File: src/rtl/cfgport_pkg.sv
package cfgport_pkg;
   typedef enum logic [1:0] {
      KS_SHUT = 2'd0,
      KS_HALF = 2'd1,
      KS_OPEN = 2'd2
   } key_state_e;

   localparam logic [7:0] KEY_OPEN    = 8'h87;
   localparam logic [7:0] KEY_SHUT    = 8'hAA;
   localparam logic [7:0] IDX_LDN     = 8'h07;
   localparam logic [7:0] IDX_MFSEL   = 8'h1C;
   localparam logic [7:0] IDX_ID_HI   = 8'h20;
   localparam logic [7:0] IDX_ID_LO   = 8'h21;
   localparam logic [7:0] IDX_GOPT    = 8'h27;
   localparam logic [7:0] IDX_DEVBASE = 8'h30;
   localparam logic [7:0] SHUT_READ   = 8'hFF;
endpackage

File: src/rtl/cfgport_key.sv
module cfgport_key
   import cfgport_pkg::*;
(
   input  logic       clk,
   input  logic       rst_n,
   input  logic       wr_idx,
   input  logic       wr_dat,
   input  logic [7:0] wdata,
   output logic       unlocked,
   output logic       idx_load
);
   key_state_e st, st_nxt;

   always_comb begin
      st_nxt = st;
      case (st)
         KS_SHUT: if (wr_idx && wdata == KEY_OPEN) st_nxt = KS_HALF;
         KS_HALF: begin
            if (wr_idx && wdata == KEY_OPEN)  st_nxt = KS_OPEN;
            else if (wr_idx || wr_dat)        st_nxt = KS_SHUT;
         end
         KS_OPEN: if (wr_idx && wdata == KEY_SHUT) st_nxt = KS_SHUT;
         default: st_nxt = KS_SHUT;
      endcase
   end

   always_ff @(posedge clk or negedge rst_n) begin
      if (!rst_n) st <= KS_SHUT;
      else        st <= st_nxt;
   end

   assign unlocked = (st == KS_OPEN);
   assign idx_load = unlocked && wr_idx && (wdata != KEY_SHUT) && (wdata != KEY_OPEN);


   no_skip_open_chk: assert property (@(posedge clk) disable iff (!rst_n)
      (st == KS_SHUT) |=> (st != KS_OPEN));


   shut_key_chk: assert property (@(posedge clk) disable iff (!rst_n)
      (unlocked && wr_idx && wdata == KEY_SHUT) |=> !unlocked);
endmodule

File: src/rtl/cfgport_globals.sv
module cfgport_globals
   import cfgport_pkg::*;
#(
   parameter logic [15:0] ID_VALUE  = 16'h1061,
   parameter logic [7:0]  MF_RESET  = 8'h0C,
   parameter logic [7:0]  OPT_RESET = 8'h04
) (
   input  logic       clk,
   input  logic       rst_n,
   input  logic       wr_en,
   input  logic [7:0] index,
   input  logic [7:0] wdata,
   output logic [7:0] ldn,
   output logic [7:0] mfsel,
   output logic [7:0] gopt,
   output logic [7:0] rdata
);
   always_ff @(posedge clk or negedge rst_n) begin
      if (!rst_n) begin
         ldn   <= 8'h00;
         mfsel <= MF_RESET;
         gopt  <= OPT_RESET;
      end else if (wr_en) begin
         if (index == IDX_LDN)   ldn   <= wdata;
         if (index == IDX_MFSEL) mfsel <= wdata;
         if (index == IDX_GOPT)  gopt  <= wdata;
      end
   end

   always_comb begin
      case (index)
         IDX_LDN:   rdata = ldn;
         IDX_MFSEL: rdata = mfsel;
         IDX_ID_HI: rdata = ID_VALUE[15:8];
         IDX_ID_LO: rdata = ID_VALUE[7:0];
         IDX_GOPT:  rdata = gopt;
         default:   rdata = 8'h00;
      endcase
   end


   closed_ldn_chk: assert property (@(posedge clk) disable iff (!rst_n)
      !wr_en |=> $stable(ldn) && $stable(mfsel) && $stable(gopt));


   ldn_load_chk: assert property (@(posedge clk) disable iff (!rst_n)
      (wr_en && index == IDX_LDN) |=> (ldn == $past(wdata)));
endmodule

File: src/rtl/cfgport_devbank.sv
module cfgport_devbank
   import cfgport_pkg::*;
#(
   parameter int NUM_DEV  = 16,
   parameter int DEV_REGS = 4,
   localparam int FLAT_W  = NUM_DEV * DEV_REGS * 8
) (
   input  logic              clk,
   input  logic              rst_n,
   input  logic              wr_en,
   input  logic [7:0]        ldn,
   input  logic [7:0]        index,
   input  logic [7:0]        wdata,
   output logic [7:0]        rdata,
   output logic [FLAT_W-1:0] regs_flat
);
   initial begin
      assert (NUM_DEV >= 1 && NUM_DEV <= 256)
         else $error("NUM_DEV out of range");
      assert (DEV_REGS >= 1 && DEV_REGS <= 208)
         else $error("DEV_REGS out of range");
   end

   logic [7:0] off;
   logic       in_win;
   logic       dev_ok;
   logic [7:0] store [NUM_DEV][DEV_REGS];

   assign off    = index - IDX_DEVBASE;
   assign in_win = (index >= IDX_DEVBASE) && (int'(off) < DEV_REGS);
   assign dev_ok = int'(ldn) < NUM_DEV;

   for (genvar d = 0; d < NUM_DEV; d++) begin : g_dev
      for (genvar k = 0; k < DEV_REGS; k++) begin : g_reg
         always_ff @(posedge clk or negedge rst_n) begin
            if (!rst_n)
               store[d][k] <= 8'h00;
            else if (wr_en && in_win && dev_ok && ldn == 8'(d) && off == 8'(k))
               store[d][k] <= wdata;
         end
         assign regs_flat[(d*DEV_REGS+k)*8 +: 8] = store[d][k];
      end
   end

   always_comb begin
      rdata = 8'h00;
      for (int d = 0; d < NUM_DEV; d++)
         for (int k = 0; k < DEV_REGS; k++)
            if (in_win && ldn == 8'(d) && off == 8'(k))
               rdata = store[d][k];
   end


   closed_bank_chk: assert property (@(posedge clk) disable iff (!rst_n)
      !wr_en |=> $stable(regs_flat));


   unimpl_bank_chk: assert property (@(posedge clk) disable iff (!rst_n)
      (wr_en && !(in_win && dev_ok)) |=> $stable(regs_flat));
endmodule

File: src/rtl/cfgport_target.sv
module cfgport_target
   import cfgport_pkg::*;
#(
   parameter int          NUM_DEV   = 16,
   parameter int          DEV_REGS  = 4,
   parameter logic [15:0] ID_VALUE  = 16'h1061,
   parameter logic [7:0]  MF_RESET  = 8'h0C,
   parameter logic [7:0]  OPT_RESET = 8'h04,
   localparam int         FLAT_W    = NUM_DEV * DEV_REGS * 8
) (
   input  logic              clk,
   input  logic              rst_n,
   input  logic              io_addr,
   input  logic              io_rd,
   input  logic              io_wr,
   input  logic [7:0]        io_wdata,
   output logic [7:0]        io_rdata,
   output logic [FLAT_W-1:0] dev_regs,
   output logic              bank0_free,
   output logic              bank1_free,
   output logic              pin_bank_free
);
   logic       wr_idx, wr_dat, unlocked, idx_load, dat_wen, glob_hit;
   logic [7:0] index, ldn, mfsel, gopt, glob_rdata, dev_rdata, sel_rdata;

   assign wr_idx = io_wr && !io_addr;
   assign wr_dat = io_wr && io_addr;

   cfgport_key u_key (
      .clk      (clk),
      .rst_n    (rst_n),
      .wr_idx   (wr_idx),
      .wr_dat   (wr_dat),
      .wdata    (io_wdata),
      .unlocked (unlocked),
      .idx_load (idx_load)
   );

   always_ff @(posedge clk or negedge rst_n) begin
      if (!rst_n)        index <= 8'h00;
      else if (idx_load) index <= io_wdata;
   end

   assign dat_wen  = unlocked && wr_dat;
   assign glob_hit = index < IDX_DEVBASE;

   cfgport_globals #(
      .ID_VALUE  (ID_VALUE),
      .MF_RESET  (MF_RESET),
      .OPT_RESET (OPT_RESET)
   ) u_glob (
      .clk   (clk),
      .rst_n (rst_n),
      .wr_en (dat_wen && glob_hit),
      .index (index),
      .wdata (io_wdata),
      .ldn   (ldn),
      .mfsel (mfsel),
      .gopt  (gopt),
      .rdata (glob_rdata)
   );

   cfgport_devbank #(
      .NUM_DEV  (NUM_DEV),
      .DEV_REGS (DEV_REGS)
   ) u_bank (
      .clk       (clk),
      .rst_n     (rst_n),
      .wr_en     (dat_wen && !glob_hit),
      .ldn       (ldn),
      .index     (index),
      .wdata     (io_wdata),
      .rdata     (dev_rdata),
      .regs_flat (dev_regs)
   );

   always_comb begin
      if (!unlocked)     sel_rdata = SHUT_READ;
      else if (!io_addr) sel_rdata = index;
      else if (glob_hit) sel_rdata = glob_rdata;
      else               sel_rdata = dev_rdata;
   end

   assign io_rdata      = io_rd ? sel_rdata : 8'h00;
   assign bank0_free    = !mfsel[3];
   assign bank1_free    = !mfsel[2];
   assign pin_bank_free = mfsel[4] && !gopt[2];


   closed_read_chk: assert property (@(posedge clk) disable iff (!rst_n)
      (!unlocked && io_rd) |-> (io_rdata == SHUT_READ));


   index_hold_chk: assert property (@(posedge clk) disable iff (!rst_n)
      !io_wr |=> $stable(index));
endmodule

File: config.mk
export PLATFORM = sky130hd
export DESIGN_NAME = cfgport_target
export DESIGN_NICKNAME = d
export VERILOG_FILES = /design/src/rtl/cfgport_pkg.sv /design/src/rtl/cfgport_key.sv /design/src/rtl/cfgport_globals.sv /design/src/rtl/cfgport_devbank.sv /design/src/rtl/cfgport_target.sv
export SDC_FILE = /design/constraint.sdc
export NUM_CORES = 1
export LEC_CHECK = 0
export ABC_AREA = 1
export BUFFER_PORTS_ARGS = -buffer_cell sky130_fd_sc_hd__buf_2
export CAP_MARGIN = 20
export CORE_ASPECT_RATIO = 1.5
export CORE_MARGIN = 5
export CORE_UTILIZATION = 60
export DETAILED_ROUTE_END_ITERATION = 7
export GPL_ROUTABILITY_DRIVEN = 0
export PLACE_DENSITY = 0.87
export SETUP_SLACK_MARGIN = 0.02
export SLEW_MARGIN = 40
export SYNTH_ARGS = -nofsm -noshare
export SYNTH_HDL_FRONTEND = slang
export SYNTH_HIERARCHICAL = 1
export SYNTH_SLANG_ARGS = --single-unit
File: constraint.sdc
create_clock -name clk -period 9.6 [get_ports clk]
set_input_delay 0.96 -clock clk [delete_from_list [all_inputs] [get_ports clk]]
set_output_delay 0.96 -clock clk [all_outputs]
set_load 0.01 [all_outputs]
==> impl_results.rst <==
.. list-table::
   :header-rows: 1

   * - Metric
     - Value
   * - Outcome
     - complete, but fails checks
   * - Library cell contributing the largest single delay on the critical path
     - nor2_1
   * - Number of storage elements in the synthesis netlist
     - 546
   * - Slew at the pin with the worst max-slew slack
     - around 0.87 ns
   * - Total number of yosys warnings
     - 6
   * - Synthesized netlist net count
     - 3551
   * - Average detailed-routed wire length per instance
     - 22.02 µm
   * - Area of combinational cells with multiple inputs
     - 11080 µm²
   * - DRC violation total after the first TritonRoute iteration
     - about 3200
   * - Clock slew seen by the registers of the worst setup and hold paths
     - 0.07 ns
   * - Cell Pwr Density
     - 145.9 nW/µm²
   * - Post-Route WL
     - 101.5 mm
   * - Number of antenna violations at the first check in global routing
     - 0
   * - Total grt overflow
     - 0
   * - Crit path launch type
     - flip-flop
   * - Total number of vias
     - 27200
   * - Cells after Synth
     - 3538
   * - Hold Worst Slack
     - 0.2646 ns
   * - Core Region
     - roughly 44000 µm²
   * - Largest voltage drop on the vdd net
     - 0.1443 mV
   * - Initial Util
     - 60.86%
   * - Area share of the largest cell type after synthesis
     - 50.75%
   * - Number of global-route vias before repair
     - 26110
   * - Detail-routed via count per cell
     - 5.898
   * - Mean post-synth cell area
     - 7.567 µm²
   * - Clock Sink Count
     - 546
   * - Seq/Total Area, Yosys
     - 51.05%
   * - PnR Total Power
     - 4609 µW
   * - Final hold viol count
     - 0
   * - CTS-repair resized insts
     - 0
   * - CTS Root Cell
     - clkbuf_16
   * - Global Route Usage Sum
     - 40.10%
   * - Count of port buffers added during placement
     - about 540
   * - Distinct cell type count of the synthesized netlist
     - 39
   * - Cell taking the most area after synthesis
     - dfrtp_1
   * - Count of nets left with antenna violations after detail routing
     - 0
   * - DRC
     - 1
   * - Layout Nets
     - approximately 4000
   * - Full die area
     - 49030 µm²
   * - Post-CTS Hold Fix Bufs
     - 0
   * - Maximum number of pins on one net before global-route repair
     - 103
   * - Failing checks
     - design-rule violations
   * - Cells on worst reg2reg path
     - 8
   * - First-pass GRT wire length
     - 151.8 mm
   * - Nature of the critical path endpoint
     - output port
   * - Netlist Area Pre-Place
     - 26770 µm²
   * - Setup repair after global routing missed its margin
     - no
   * - Clock Skew
     - approximately 0.013 ns
   * - Relative area change from synthesis to final layout
     - 18.01%
   * - H-tree level count
     - 2
   * - Highest Clock Rate
     - 112.1 MHz
   * - Delay of the slowest cell on the worst path
     - 0.68 ns
   * - Min cycle time layout
     - 8.918 ns
   * - Estimated wirelength of the detail-placed design
     - approximately 70 mm
   * - Number of fill cells
     - roughly 3500
   * - Setup TNS Final
     - 0 ns
   * - DIE HEIGHT
     - 268.7 µm
   * - Number of setup violations in the final report
     - 0
   * - Clock latency of the later-clocked register in the worst-skew pair
     - a little under 0.6 ns
   * - Worst path arrival time
     - around 8.0 ns
   * - CTS Buf Count
     - 51
   * - Maximum clock path buffer count
     - 3
   * - Class of the worst hold path
     - input port to async pin
   * - Number of top-level pins
     - 536
   * - Static power due to leakage
     - 0.01668 µW
   * - Die width
     - about 180 µm
   * - Length of the first detailed-routing pass in iterations
     - 8
   * - Crit path max fanout
     - 21
   * - N_diodes
     - 0
   * - Most frequent cell on the critical path
     - nand2_1
   * - Fraction of layout cells with a size suffix above 1
     - 19.50%
   * - Fraction of the cycle the final worst path needs
     - slightly above 90%
   * - Storage cell area
     - 13670 µm²
   * - Number of rows in the core area
     - 94
   * - Number of maximum-capacitance violations
     - 0
   * - Worst setup path category
     - flip-flop to output port
   * - Post-CTS setup-driven buffer insertion count
     - 0
   * - Number of slew-limit violations in the final report
     - 0
   * - Synth top area cells
     - dfrtp_1, nand2_1, o21ai_0
   * - Endpoint required time on the critical path
     - 8.64 ns
   * - Clock tree from TritonCTS
     - built
   * - Worst-case headroom to the max-slew limit
     - 42.00%
   * - Post-layout util
     - 71.83%
-- placed cells by master (no fill, tap or decap), types with 6 or more instances in the layout --
master     instances
a21oi_1          177
clkinv_2           9
nor2_1           120
nand2_1         1227
buf_4             11
clkbuf_16         53
nor2_2            12
mux2_2             8
inv_1            355
dfrtp_1          543
nor2_4            12
or2_2             45
clkbuf_8          11
buf_2            534
inv_2             21
o21ai_0          695
o21ai_2           24
nand2_2           14
bufinv_16          6
buf_6              6
nand3_1           99
o21ai_1            6
clkbuf_1           8
-- Yosys cell counts, drive strengths merged --
library cell and n:
o211ai 1, nor4 1, nand2 1243, inv 368, and2 1, a21oi 177
nand3b 3, o21a 1, o21bai 1, dfrtp 543, mux2 8, clkbuf 132
dfstp 3, buf 18, clkinv 9, o31ai 1, nor2 145, nand3 102
o21ai 725, nor3 1, or2 50, nand4 4, a22o 1
-- cell type report --
cell class	count	area share (%)
repair buffers	556	9.307
well taps	576	2.281
multi-input cells	2465	35.06
inverters	377	4.479
clock inverters	20	0.8435
clock buffers	72	4.772
flip-flops and latches	546	43.26
-- registers in the layout (all words and copies together), names as in the netlist --
register / cells
index: 8
u_bank/regs_flat: 512
u_glob/gopt: 8
u_glob/ldn: 8
u_glob/mfsel: 8
u_key/st: 2
-- through the flow --
step | area (µm²) | cells | setup slack, ns
after detailed placement | 29810 | 4520 | 1.808
after CTS | 31580 | 4612 | 1.152
final | 31590 | 4612 | 0.6817
after global routing | 31590 | 4612 | 0.2200
after global placement | 29710 | 4517 | 1.880
after floorplan | 26770 | 3538 | 4.151
-- power by group --
group	internal (µW)	leakage (µW)	switching [µW]
Sequential	2300	0.00762	2.98
Clock	1250	0.000875	903
Combinational	20.0	0.00819	127
-- worst paths after layout --
kind / start / to / slack (ns)
min in group clk: u_glob/gopt[1] / u_glob/gopt[1] / 0.50
worst min-delay path: rst_n / u_bank/regs_flat[507] / 0.26
max in group asynchronous: rst_n / u_bank/regs_flat[267] / 7.40
worst max-delay path: index[7] / io_rdata[2] / 0.68
worst max register to register: index[7] / u_bank/regs_flat[506] / 6.56
worst min register to register: u_glob/gopt[1] / u_glob/gopt[1] / 0.50
-- kinds of logic (layout without fill, tap and decap cells) --
kind of cell    after synthesis  after routing  synth area share (%)
simple gates               1550           1550                 23.66
compound gates              907            907                 17.34
mux                           8              8                0.3365
buf+inv                     527           1025                 7.609
flops                       546            546                 51.05
-- layer usage --
layer  wire (µm)  share of wire [%]  GRT usage, %
met1       33840                 33         46.72
met2       47780                 47         65.72
met3       10920                 11         8.394
met4        9006                8.9         29.47
met5           0                  0             0
-- worst max-delay path, delay by kind of cell, from the launching register on --
| kind | cells | cell delay (ns) |
|---|---|---|
| compound gates | 2 | 0.53 |
| simple gates | 62 | 5.79 |
| flops | 1 | 0.47 |
| buf+inv | 4 | 0.60 |
(Power assumes the default switching activity.)
